<file path="config.mk">
export PLATFORM = sky130hd
export DESIGN_NAME = spick_gen
export DESIGN_NICKNAME = d
export VERILOG_FILES = /design/src/rtl/spick_pkg.sv /design/src/rtl/spick_decode.sv /design/src/rtl/spick_halfcnt.sv /design/src/rtl/spick_ctrl.sv /design/src/rtl/spick_gen.sv
export SDC_FILE = /design/constraint.sdc
export NUM_CORES = 1
export LEC_CHECK = 0
export BUFFER_PORTS_ARGS = -buffer_cell sky130_fd_sc_hd__buf_4
export CAP_MARGIN = 40
export CORE_MARGIN = 3
export CORE_UTILIZATION = 33
export CTS_CLUSTER_SIZE = 30
export DETAILED_ROUTE_END_ITERATION = 10
export GPL_TIMING_DRIVEN = 0
export HOLD_SLACK_MARGIN = 0.02
export PLACE_DENSITY = 0.5
export SYNTH_ARGS = -nofsm -noshare
export SYNTH_HDL_FRONTEND = slang
export SYNTH_HIERARCHICAL = 1
export SYNTH_SLANG_ARGS = --single-unit
</file>
<file path="constraint.sdc">
create_clock -name clk -period 4 [get_ports clk]
set_clock_uncertainty 0.05 [all_clocks]
set_input_delay 0.2 -clock clk [delete_from_list [all_inputs] [get_ports clk]]
set_output_delay 0.2 -clock clk [all_outputs]
set_load 0.02 [all_outputs]
</file>
<file path="src/rtl/spick_pkg.sv">
package spick_pkg;

    typedef enum logic [1:0] {
        ST_IDLE  = 2'd0,
        ST_RUN   = 2'd1,
        ST_DRAIN = 2'd2
    } spick_st_e;

    function automatic int unsigned spick_term_width(input int unsigned lin_w,
                                                     input int unsigned pow_w);
        int unsigned pw;
        pw = (1 << pow_w) - 1;
        return (lin_w > pw) ? lin_w : pw;
    endfunction

endpackage

</file>
<file path="src/rtl/spick_decode.sv">
module spick_decode #(
    parameter int unsigned LIN_W  = 8,
    parameter int unsigned POW_W  = 4,
    parameter int unsigned HALF_W = 15
) (
    input  logic [LIN_W+POW_W:0] cfg_i,
    output logic [HALF_W-1:0]    term_o
);
    localparam int unsigned SEL_BIT = LIN_W + POW_W;

    logic [LIN_W-1:0]  lin_n;
    logic [POW_W-1:0]  pow_m;
    logic [POW_W-1:0]  pow_sh;
    logic [HALF_W-1:0] one_h;

    always_comb begin
        lin_n  = cfg_i[LIN_W-1:0];
        pow_m  = cfg_i[LIN_W +: POW_W];
        one_h  = HALF_W'(1);
        pow_sh = (pow_m == '0) ? '0 : pow_m - POW_W'(1);
        if (cfg_i[SEL_BIT]) begin
            term_o = HALF_W'(lin_n);
        end else begin
            term_o = (one_h << pow_sh) - one_h;
        end
    end
endmodule

</file>
<file path="src/rtl/spick_halfcnt.sv">
module spick_halfcnt #(
    parameter int unsigned HALF_W = 15
) (
    input  logic              clk,
    input  logic              rst_n,
    input  logic              en_i,
    input  logic [HALF_W-1:0] term_i,
    output logic              tick_o
);
    typedef struct packed {
        logic [HALF_W-1:0] cnt;
    } cnt_s;

    cnt_s cnt_d, cnt_q;

    always_comb begin
        cnt_d.cnt = '0;
        tick_o    = en_i && (cnt_q.cnt == term_i);
        if (en_i && !tick_o) begin
            cnt_d.cnt = cnt_q.cnt + HALF_W'(1);
        end
    end

    always_ff @(posedge clk or negedge rst_n) begin
        if (!rst_n) begin
            cnt_q <= '0;
        end else begin
            cnt_q <= cnt_d;
        end
    end

    p_cnt_bound_r3: assert property (@(posedge clk) disable iff (!rst_n)
        cnt_q.cnt <= term_i);

    p_cnt_idle_zero_r7: assert property (@(posedge clk) disable iff (!rst_n)
        !en_i |=> cnt_q.cnt == '0);
endmodule

</file>
<file path="src/rtl/spick_ctrl.sv">
module spick_ctrl
    import spick_pkg::*;
(
    input  logic clk,
    input  logic rst_n,
    input  logic run_i,
    input  logic tick_i,
    output logic cnt_en_o,
    output logic idle_o,
    output logic phase_o,
    output logic lead_o,
    output logic trail_o
);
    typedef struct packed {
        spick_st_e st;
        logic      phase;
        logic      lead;
        logic      trail;
    } ctrl_s;

    ctrl_s ctl_d, ctl_q;

    always_comb begin
        ctl_d       = ctl_q;
        ctl_d.lead  = 1'b0;
        ctl_d.trail = 1'b0;
        case (ctl_q.st)
            ST_IDLE: begin
                ctl_d.phase = 1'b0;
                if (run_i) begin
                    ctl_d.st = ST_RUN;
                end
            end
            ST_RUN: begin
                if (!run_i) begin
                    if (ctl_q.phase && tick_i) begin
                        ctl_d.phase = 1'b0;
                        ctl_d.trail = 1'b1;
                        ctl_d.st    = ST_IDLE;
                    end else if (ctl_q.phase) begin
                        ctl_d.st = ST_DRAIN;
                    end else begin
                        ctl_d.st = ST_IDLE;
                    end
                end else if (tick_i) begin
                    ctl_d.phase = ~ctl_q.phase;
                    ctl_d.lead  = ~ctl_q.phase;
                    ctl_d.trail = ctl_q.phase;
                end
            end
            ST_DRAIN: begin
                if (tick_i) begin
                    ctl_d.phase = 1'b0;
                    ctl_d.trail = 1'b1;
                    ctl_d.st    = ST_IDLE;
                end
            end
            default: begin
                ctl_d.st    = ST_IDLE;
                ctl_d.phase = 1'b0;
            end
        endcase
    end

    always_ff @(posedge clk or negedge rst_n) begin
        if (!rst_n) begin
            ctl_q <= '{st: ST_IDLE, phase: 1'b0, lead: 1'b0, trail: 1'b0};
        end else begin
            ctl_q <= ctl_d;
        end
    end

    assign cnt_en_o = (ctl_q.st != ST_IDLE);
    assign idle_o   = (ctl_q.st == ST_IDLE);
    assign phase_o  = ctl_q.phase;
    assign lead_o   = ctl_q.lead;
    assign trail_o  = ctl_q.trail;

    p_strobe_excl_r8: assert property (@(posedge clk) disable iff (!rst_n)
        !(lead_o && trail_o));

    p_lead_on_rise_r8: assert property (@(posedge clk) disable iff (!rst_n)
        lead_o == $rose(phase_o));

    p_trail_on_fall_r8: assert property (@(posedge clk) disable iff (!rst_n)
        trail_o == $fell(phase_o));

    p_idle_rest_r2: assert property (@(posedge clk) disable iff (!rst_n)
        idle_o |-> !phase_o);

    p_no_lead_after_stop_r10: assert property (@(posedge clk) disable iff (!rst_n)
        lead_o |-> $past(run_i));
endmodule

</file>
<file path="src/rtl/spick_gen.sv">
module spick_gen
    import spick_pkg::*;
#(
    parameter int unsigned LIN_W = 8,
    parameter int unsigned POW_W = 4
) (
    input  logic                 clk,
    input  logic                 rst_n,
    input  logic [LIN_W+POW_W:0] clk_cfg_i,
    input  logic                 cpol_i,
    input  logic                 run_i,
    output logic                 sck_o,
    output logic                 lead_o,
    output logic                 trail_o
);
    localparam int unsigned HALF_W = spick_term_width(LIN_W, POW_W);

    typedef struct packed {
        logic [HALF_W-1:0] term;
        logic              pol;
    } cfg_s;

    cfg_s              cfg_d, cfg_q;
    logic [HALF_W-1:0] dec_term;
    logic              tick;
    logic              cnt_en;
    logic              idle;
    logic              phase;

    spick_decode #(
        .LIN_W (LIN_W),
        .POW_W (POW_W),
        .HALF_W(HALF_W)
    ) u_decode (
        .cfg_i (clk_cfg_i),
        .term_o(dec_term)
    );

    always_comb begin
        cfg_d = cfg_q;
        if (idle) begin
            cfg_d.term = dec_term;
            cfg_d.pol  = cpol_i;
        end
    end

    always_ff @(posedge clk or negedge rst_n) begin
        if (!rst_n) begin
            cfg_q <= '0;
        end else begin
            cfg_q <= cfg_d;
        end
    end

    spick_halfcnt #(
        .HALF_W(HALF_W)
    ) u_halfcnt (
        .clk   (clk),
        .rst_n (rst_n),
        .en_i  (cnt_en),
        .term_i(cfg_q.term),
        .tick_o(tick)
    );

    spick_ctrl u_ctrl (
        .clk     (clk),
        .rst_n   (rst_n),
        .run_i   (run_i),
        .tick_i  (tick),
        .cnt_en_o(cnt_en),
        .idle_o  (idle),
        .phase_o (phase),
        .lead_o  (lead_o),
        .trail_o (trail_o)
    );

    assign sck_o = cfg_q.pol ^ phase;

    p_cfg_frozen_r9: assert property (@(posedge clk) disable iff (!rst_n)
        !idle |=> $stable(cfg_q));

    p_sck_moves_with_strobe_r8: assert property (@(posedge clk) disable iff (!rst_n)
        (!idle && !$past(idle) && (sck_o != $past(sck_o))) |-> (lead_o || trail_o));
endmodule

</file>
## Yosys cells after proc, flatten, opt, wreduce, memory -nomap -nowiden

Index checks and enable logic that the tools add are counted.
W data, S select, Z words.

| word-level totals | value |
|---|---|
| input port bits | 17 |
| flip-flop bits (word level) | 36 |
| word-level logic and storage cells | 48 |

| operators by class | value |
|---|---|
| muxes and demuxes | 18 |
| add/sub/neg operators | 3 |
| bitwise logic cells | 2 |
| reductions and logical operators | 9 |
| shift-type cells | 1 |
| equal/unequal tests | 8 |

Operators with widths:

| kind | count |
|---|---|
| $mux W15 | 2 |
| $add A15 B1 Y15 const B | 1 |
| $eq A15 B15 Y1 | 1 |
| $shl A1 B4 Y15 const A | 1 |
| $sub A15 B1 Y15 const B | 1 |
| $pmux W3 S3 | 1 |
| $mux W2 | 4 |
| $mux W1 | 7 |
| $mux W3 | 2 |
| $ne A3 B2 Y1 const B | 2 |
| $reduce_and A3 Y1 | 2 |
| $logic_not A4 Y1 | 1 |
| $mux W4 | 1 |
| $ne A2 B2 Y1 const B | 2 |
| $sub A4 B1 Y4 const B | 1 |
| $logic_and A1 B1 Y1 | 3 |
| $eq A2 B1 Y1 const B | 1 |
| $eq A2 B2 Y1 const B | 1 |
| $logic_not A2 Y1 | 1 |
| $ne A2 B1 Y1 const B | 1 |
| $pmux W1 S2 | 1 |
| $reduce_bool A2 Y1 | 1 |
| $logic_not A1 Y1 | 1 |
| $not A1 Y1 | 1 |
| $xor A1 B1 Y1 | 1 |

## Longest topological paths before layout

Gate-level depths: netlist of run 1.

| depth | value |
|---|---|
| word-level depth | 6 |
| depth in mapped cells | 9 |

## Hierarchy

The synthesis of run 1 kept the hierarchy.

Modules (own cells, without submodules):

| module | area each (µm²) | cells an instance | sequential area each (µm²) | instances |
|---|---|---|---|---|
| spick_halfcnt | 1069.8 | 96 | 375.4 | 1 |
| spick_gen | 658.1 | 35 | 400.4 | 1 |
| spick_decode | 374.1 | 63 | 0.0 | 1 |
| spick_ctrl | 284.0 | 28 | 125.1 | 1 |

## Worst setup path after synthesis of run 1

Ideal clock, no wire load.

| timing | value |
|---|---|
| kind | reg-to-reg |
| start | register u_halfcnt/cnt_q[2] (netlist bit) |
| end | register u_ctrl/ctl_q[4] (netlist bit) |
| arrival time | 1716 ps |
| path buffers | 1 |
| setup time | 123 ps |
| slack | 2111 ps |
| stages on the path, launching flop included | 8 |
| clock period less this slack | 1889 ps |
| cell sequence | dfrtp_1 buf_6 xor2_2 nor4_4 and3_1 nor2b_2 a211oi_1 o21ai_1 |

| on the way | value |
|---|---|
| word-level cells in the longest chain between the ends | 6 |
| elaborated cells on any way between the ends | 8 |
| those cells by class | eq/ne (2); mux (3); reduce/logical (3) |

RTL lines:

| item | line | RTL |
|---|---|---|
| start: declaration | spick_halfcnt.sv:14 | `cnt_s cnt_d, cnt_q;` |
| start signal: assignment | spick_halfcnt.sv:28 | `cnt_q <= cnt_d;` |
| $eq A15 B15 Y1 * | spick_halfcnt.sv:18 | `tick_o = en_i && (cnt_q.cnt == term_i);` |
| $logic_and A1 B1 Y1 * | spick_halfcnt.sv:18 |  |
| via tick | spick_gen.sv:25 | `logic tick;` |
| $logic_and A1 B1 Y1 | spick_ctrl.sv:36 | `if (ctl_q.phase && tick_i) begin` |
| $mux W2 | spick_ctrl.sv:36 |  |
| $mux W2 | spick_ctrl.sv:35 | `if (!run_i) begin` |
| $pmux W3 S3 | spick_ctrl.sv:27 | `case (ctl_q.st)` |
| end signal: assignment | spick_ctrl.sv:67 | `ctl_q <= '{st: ST_IDLE, phase: 1'b0, lead: 1'b0, trail: 1'b0};` |
| end signal: assignment | spick_ctrl.sv:69 | `ctl_q <= ctl_d;` |
| end: declaration | spick_ctrl.sv:21 | `ctrl_s ctl_d, ctl_q;` |

The timed path passes the listed nets; every way through them passes the cells marked *. The select of a mux whose other input is x is not followed.
A chain may end at the register's enable or synchronous reset.

## Final worst setup path of run 1

| timing | value |
|---|---|
| start | register u_halfcnt/cnt_q[3] (netlist bit) |
| end | register u_ctrl/ctl_q[4] (netlist bit) |

Same word-level chain as after synthesis.

==> impl_metrics.csv, run 1 <==
group,metric,value,unit
run_status,status,"complete, no violations",
floorplan,num_rows,30,
placement,port_buffers,19,
finish,ff_latch_area,901,um^2
cts,cts_resized,0,
yosys,synth-edff-count,0,
yosys,synth_area,2390,um^2
timing,max_slew_margin,50.1,%
worst_setup_path,cp_cell_sequence,"xnor2_1, nand4_1, nor4_4, and3_1, nor2b_2, a211oi_1, o21ai_1",
floorplan,dieArea,8290,um^2
worst_setup_path,endpoint_kind,"register",
global_route,grt_pass1_wl,8670,um
cts,cts_buffer_depth,2,
power_and_ir_drop,seqPwrFrac,40.4,%
timing,setup_violations,0,
placement,dpl.hpwl,3720,um
yosys,synth_cells,222,
floorplan,die_w,91.0,um
cts,clk_latency,0.28,ns
yosys,async_reset_ff_share,100,%
finish,drive_gt1_share,30.4,%
timing,tns,0,ns
global_route,antenna_found_initial,0,
finish,multi_input_area,1340,um^2
yosys,synth_top_area_cell,"dfrtp_1",
cts,clkSinkCount,36,
yosys,synth_fp_nets,244,
floorplan,dieHeight,91.0,um
floorplan,coreArea,6910,um^2
power_and_ir_drop,p_sw,456,uW
worst_hold_path,worst_hold_path_type,"in2reg",
timing,drv_slew,0,
worst_setup_path,cp_max_fo,7,
power_and_ir_drop,p_int,816,uW
timing,fin_crit,2.13,ns
detailed_routing,viasPerCell,4.98,
yosys,synthTopCellsByArea,"dfrtp_1 (38%), mux2_4 (6.3%), xnor2_1 (6.2%)",
yosys,synth.yosys.warnings,6,
power_and_ir_drop,power.total,1.27,mW
yosys,netlist-cell-type-count,50,
timing,finalHoldWorstSlack,0.0983,ns
finish,num_antenna_cells,0,
timing,worst_pin_slew,0.748,ns
finish,mostFrequentLayoutCells,"dfrtp_1 (36), buf_4 (20), nand2_1 (17), xnor2_1 (17), xor2_1 (12)",
worst_setup_path,slowest_stage,"dfrtp_1",
global_route,grt_pass1_vias,1698,
global_route,grt-ovfl-total,0,
detailed_routing,dr_total_vias,1708,
power_and_ir_drop,power_density,466,nW/um^2
placement,postPlaceCellArea,2650,um^2
timing,rsz0062_at_grt,"no",
finish,n_fill_cell,717,
timing,finalCritPeriodShare,53.2,%
finish,fin_cells,343,
yosys,synth_top_area_share,37.8,%
power_and_ir_drop,p_comb_share,41.3,%
job,maxCapViolations,0,
worst_setup_path,cp.required,4.12,ns
cts,clockRootBuffer,"clkbuf_8",
detailed_routing,antenna_left,0,
cts,postCtsSetupBuffers,0,
power_and_ir_drop,p_sw_share,35.9,%
global_route,grt_max_degree,37,
placement,gp_congestion,0.794,
worst_setup_path,cp.arrival,2.25,ns
power_and_ir_drop,vdd_drop_max,0.000250,V
worst_setup_path,critical_path_class,"reg2reg",
cts,cts_buffers,5,
detailed_routing,drt-pass1-iter-count,4,
detailed_routing,drc_errors,0,
detailed_routing,avgRoutedWirePerCell,15.0,um
placement,dp_cells,337,
finish,final_common_cell,"dfrtp_1",
finish,fin_nets,271,
worst_setup_path,startpoint_type,"register",
yosys,synth.avg_cell_area,10.7,um^2
global_route,grtUsageTotal,13.1,%
cts,h-tree-depth,2,
floorplan,start_util,34.5,%
worst_setup_path,slowest_delay,0.46,ns
timing,clock.fmax,470,MHz
yosys,synthFlopType,"dfrtp_1",
cts,cts_tree,"done",
finish,syn2layout_area_growth,14.3,%
power_and_ir_drop,leakage,1.11,nW
detailed_routing,drt_iter0_markers,62,
timing,hold_violations,0,
finish,fin_area,2730,um^2
cts,clk_pin_slew,0.07,ns
yosys,ys_seq_area_share,37.8,%
floorplan,io_pins,20,
yosys,ys_seq_elements,36,
detailed_routing,wl,5140,um
power_and_ir_drop,p_clk_share,18.3,%
==> logic make-up after synthesis <==
| group | Yosys count | synth area share (%) |
|---|---|---|
| flops | 36 | 37.8 |
| xor+xnor | 30 | 11.3 |
| fa+ha+maj | 5 | 2.62 |
| simple gates | 70 | 18.1 |
| mux | 18 | 10.0 |
| compound gates | 41 | 14.3 |
| buf+inv | 22 | 5.93 |
==> worst max-delay path: cells and delay by family (launching register included) <==
family           cells  cell delay (ns)
AO/OA/AOI/OAI        2             0.29
AND/OR/NAND/NOR      4             1.02
flip-flops           1             0.46
XOR/XNOR             1             0.19
==> power by group through the flow <==
stage | registers [mW] | logic (mW) | clock network, mW
floorplan | 0.497 | 0.429 | 0
global placement | 0.521 | 0.525 | 0
detailed placement | 0.521 | 0.527 | 0
CTS | 0.516 | 0.530 | 0.244
global route | 0.524 | 0.579 | 0.256
finish | 0.514 | 0.525 | 0.233
==> synth_stat cells, types with 6 or more instances <==
master and number:
nand2_1 17, mux2_4 10, inv_1 6, o21ai_0 6, buf_2 7, xnor2_1 17
nor2_1 7, dfrtp_1 36, nor3_1 6, xor2_1 12, a211oi_2 11, nand4_1 7
mux2_2 7, nand3_1 7
==> final timing paths <==
| check | endpoint | slack (ns) | cells after the start | from |
|---|---|---|---|---|
| setup / recovery | u_ctrl/ctl_q[4] | 1.87 | 7 | u_halfcnt/cnt_q[3] |
| hold / removal | cfg_q[0] | 0.1 | 2 | cpol_i |
| setup reg to reg | u_ctrl/ctl_q[4] | 1.87 | 7 | u_halfcnt/cnt_q[3] |
| hold reg to reg | cfg_q[0] | 0.48 | 1 | cfg_q[0] |
| max in group asynchronous | cfg_q[15] | 3.19 | 2 | rst_n |
| min in group asynchronous | cfg_q[5] | 0.37 | 2 | rst_n |
==> sequential cells by signal, indices dropped and copies added (netlist names) <==
| name | flops |
|---|---|
| u_ctrl/lead_o | 1 |
| cfg_q | 16 |
| u_ctrl/trail_o | 1 |
| u_ctrl/phase_o | 1 |
| u_halfcnt/cnt_q | 15 |
| u_ctrl/ctl_q | 2 |
==> through the flow <==
step,setup slack (ns),utilization (%)
floorplan,2.11,-
global placement,1.83,38.4
detailed placement,1.79,38.4
CTS,1.88,39.5
global route,1.67,39.5
finish,1.87,39.5
==> metal layers <==
metal	vias to the layer above	GRT usage, %	share of wire [%]
li1	843	-	-
met2	30	18.1	42
met1	831	20.3	54
met5	-	0	0
met4	0	4.15	0.93
met3	4	2.49	3.2
==> area by class of cell <==
type | count | share of cell area, %
plain buffers | 16 | 4.36
clock buffers | 5 | 2.52
inverters | 6 | 0.826
multi-input cells | 164 | 49.3
flip-flops and latches | 36 | 33.0
well taps | 96 | 4.40
repair buffers | 20 | 5.60
==> what timing repair did <==
item | in CTS | in global routing
hold buffers | 1 | 0
setup endpoints to repair | 0 | 0
endpoints found under the hold margin | 36 | 0
Note: power is estimated with default switching activity, not from simulation.
==> inputs of run 2 (changes only) <==
clock period = 2.2 ns   (was 4 ns; I/O delays follow)
==> impl_metrics.csv, run 2 (same netlist as run 1, synthesis figures left out) <==
group,metric,value,unit
detailed_routing,wl,5150,um
worst_setup_path,cp.buffers_inverters,0,
finish,top_regs,"cfg_q (16), u_halfcnt/cnt_q (15), u_ctrl/ctl_q (2)",
worst_setup_path,cp_cell_sequence,"xnor2_1, nand4_1, nor4_4, and3_4, nor2b_2, a211oi_1, o21ai_1",
finish,num_antenna_cells,0,
job,maxCapViolations,0,
floorplan,coreArea,6910,um^2
timing,hold_violations,0,
worst_setup_path,r2r_setup_slack,0.20,ns
cts,clk_pin_slew,0.07,ns
timing,max_slew_margin,51.3,%
cts,clk_latency,0.28,ns
power_and_ir_drop,p_sw,833,uW
finish,max_flop_register,"cfg_q",
placement,port_buffers,19,
finish,largest_register_ffs,16,
worst_setup_path,r2r_end,"u_ctrl/ctl_q[4]",
global_route,grt_max_degree,37,
timing,setup_violations,0,
power_and_ir_drop,p_int,1.50,mW
floorplan,die_w,91.0,um
power_and_ir_drop,leakage,1.12,nW
worst_setup_path,slowest_stage,"dfrtp_1",
worst_setup_path,cp_max_fo,6,
cts,h-tree-depth,2,
worst_hold_path,hold_depth,2,
cts,cts_buffer_depth,2,
worst_setup_path,reg2reg_depth,7,
detailed_routing,drt_iter0_markers,71,
power_and_ir_drop,vdd_drop_max,0.000454,V
global_route,antenna_found_initial,0,
cts,cts_buffers,5,
cts,clkSinkCount,36,
power_and_ir_drop,seqPwrFrac,40.1,%
worst_setup_path,path_delay_family,"simple AND/OR/NAND/NOR gates",
cts,cts_tree,"done",
placement,dpl.hpwl,3720,um
worst_hold_path,worst_hold_path_type,"in2reg",
cts,clockRootBuffer,"clkbuf_8",
finish,syn2layout_area_growth,15.6,%
worst_setup_path,endpoint_kind,"register",
worst_setup_path,cp.required,2.32,ns
floorplan,num_rows,30,
worst_hold_path,min_from,"run_i",
detailed_routing,viasPerCell,5.01,
worst_hold_path,holdPathEnd,"u_ctrl/ctl_q[3]",
floorplan,io_pins,20,
worst_setup_path,startpoint_type,"register",
worst_setup_path,slowest_delay,0.47,ns
power_and_ir_drop,p_sw_share,35.8,%
power_and_ir_drop,power.total,2.33,mW
placement,gp_congestion,0.794,
timing,worst_pin_slew,0.731,ns
worst_setup_path,rr_startpoint,"u_halfcnt/cnt_q[3]",
worst_setup_path,critical_path_class,"reg2reg",
timing,fin_crit,2.00,ns
global_route,grt-ovfl-total,0,
run_status,status,"complete, no violations",
detailed_routing,avgRoutedWirePerCell,14.9,um
floorplan,dieArea,8290,um^2
finish,mostFrequentLayoutCells,"dfrtp_1 (36), buf_4 (22), nand2_1 (17), xnor2_1 (17), xor2_1 (12)",
power_and_ir_drop,power_density,844,nW/um^2
timing,finalCritPeriodShare,91.1,%
worst_setup_path,cp.arrival,2.13,ns
detailed_routing,antenna_left,0,
detailed_routing,dr_total_vias,1732,
detailed_routing,drt-pass1-iter-count,4,
global_route,grtUsageTotal,13.1,%
timing,clock.fmax,499,MHz
timing,drv_slew,0,
finish,fin_cells,346,
finish,drive_gt1_share,31.2,%
timing,rsz0062_at_grt,"no",
finish,fin_nets,274,
finish,final_common_cell,"dfrtp_1",
timing,tns,0,ns
floorplan,dieHeight,91.0,um
power_and_ir_drop,p_comb_share,41.7,%
placement,dp_cells,337,
global_route,grt_pass1_vias,1704,
detailed_routing,drc_errors,0,
global_route,grt_pass1_wl,8680,um
timing,finalHoldWorstSlack,0.0277,ns
floorplan,start_util,34.5,%
power_and_ir_drop,p_clk_share,18.2,%
finish,final_util,39.9,%
[run 2: through the flow]
stage	setup WS [ns]	area, um^2
4_1_cts	0.0818	2740
3_5_place_dp	0.0821	2650
6_report	0.196	2760
5_1_grt	0.0244	2760
2_1_floorplan	0.311	2390
3_3_place_gp	0.0973	2650
[run 2: final cells by class]
type,count,area [um^2]
clock buffers,5,68.8
repair buffers,23,178
multi-input cells,164,1350
fillers,714,4150
well taps,96,120
inverters,6,22.5
flip-flops and latches,36,901
plain buffers,16,119
[run 2: power groups by stage]
stage	Clock [mW]	Sequential [mW]	Combinational [mW]
finish	0.423	0.934	0.970
global route	0.466	0.952	1.07
CTS	0.443	0.938	0.965
detailed placement	0	0.947	0.958
global placement	0	0.947	0.955
floorplan	0	0.904	0.780
[run 2: metal layers]
| layer | vias to the layer above | share of wire [%] | GRT usage [%] |
|---|---|---|---|
| met5 | - | 0 | 0 |
| met4 | 0 | 1.1 | 4.15 |
| met3 | 6 | 3.0 | 2.49 |
| met2 | 32 | 42 | 18.2 |
| met1 | 845 | 54 | 20.3 |
| li1 | 849 | - | - |
[run 2: worst max path at each step]
stage | slack, ns | to | depth (start not counted) | from
final | 0.20 | u_ctrl/ctl_q[4] | 7 | u_halfcnt/cnt_q[3]
after floorplan | 0.31 | u_ctrl/ctl_q[4] | 7 | u_halfcnt/cnt_q[2]
after detailed placement | 0.08 | u_ctrl/ctl_q[4] | 7 | u_halfcnt/cnt_q[2]
after CTS | 0.08 | u_ctrl/ctl_q[4] | 7 | u_halfcnt/cnt_q[3]
after global placement | 0.1 | u_ctrl/ctl_q[4] | 7 | u_halfcnt/cnt_q[2]
after global routing | 0.02 | u_ctrl/ctl_q[3] | 7 | u_halfcnt/cnt_q[3]
[run 2: what timing repair did]
item | CTS | global route
resized for setup | 0 | 2
hold buffers | 2 | 0
setup buffers | 0 | 2
endpoints found under the setup margin | 0 | 3
endpoints found under the hold margin | 37 | 0
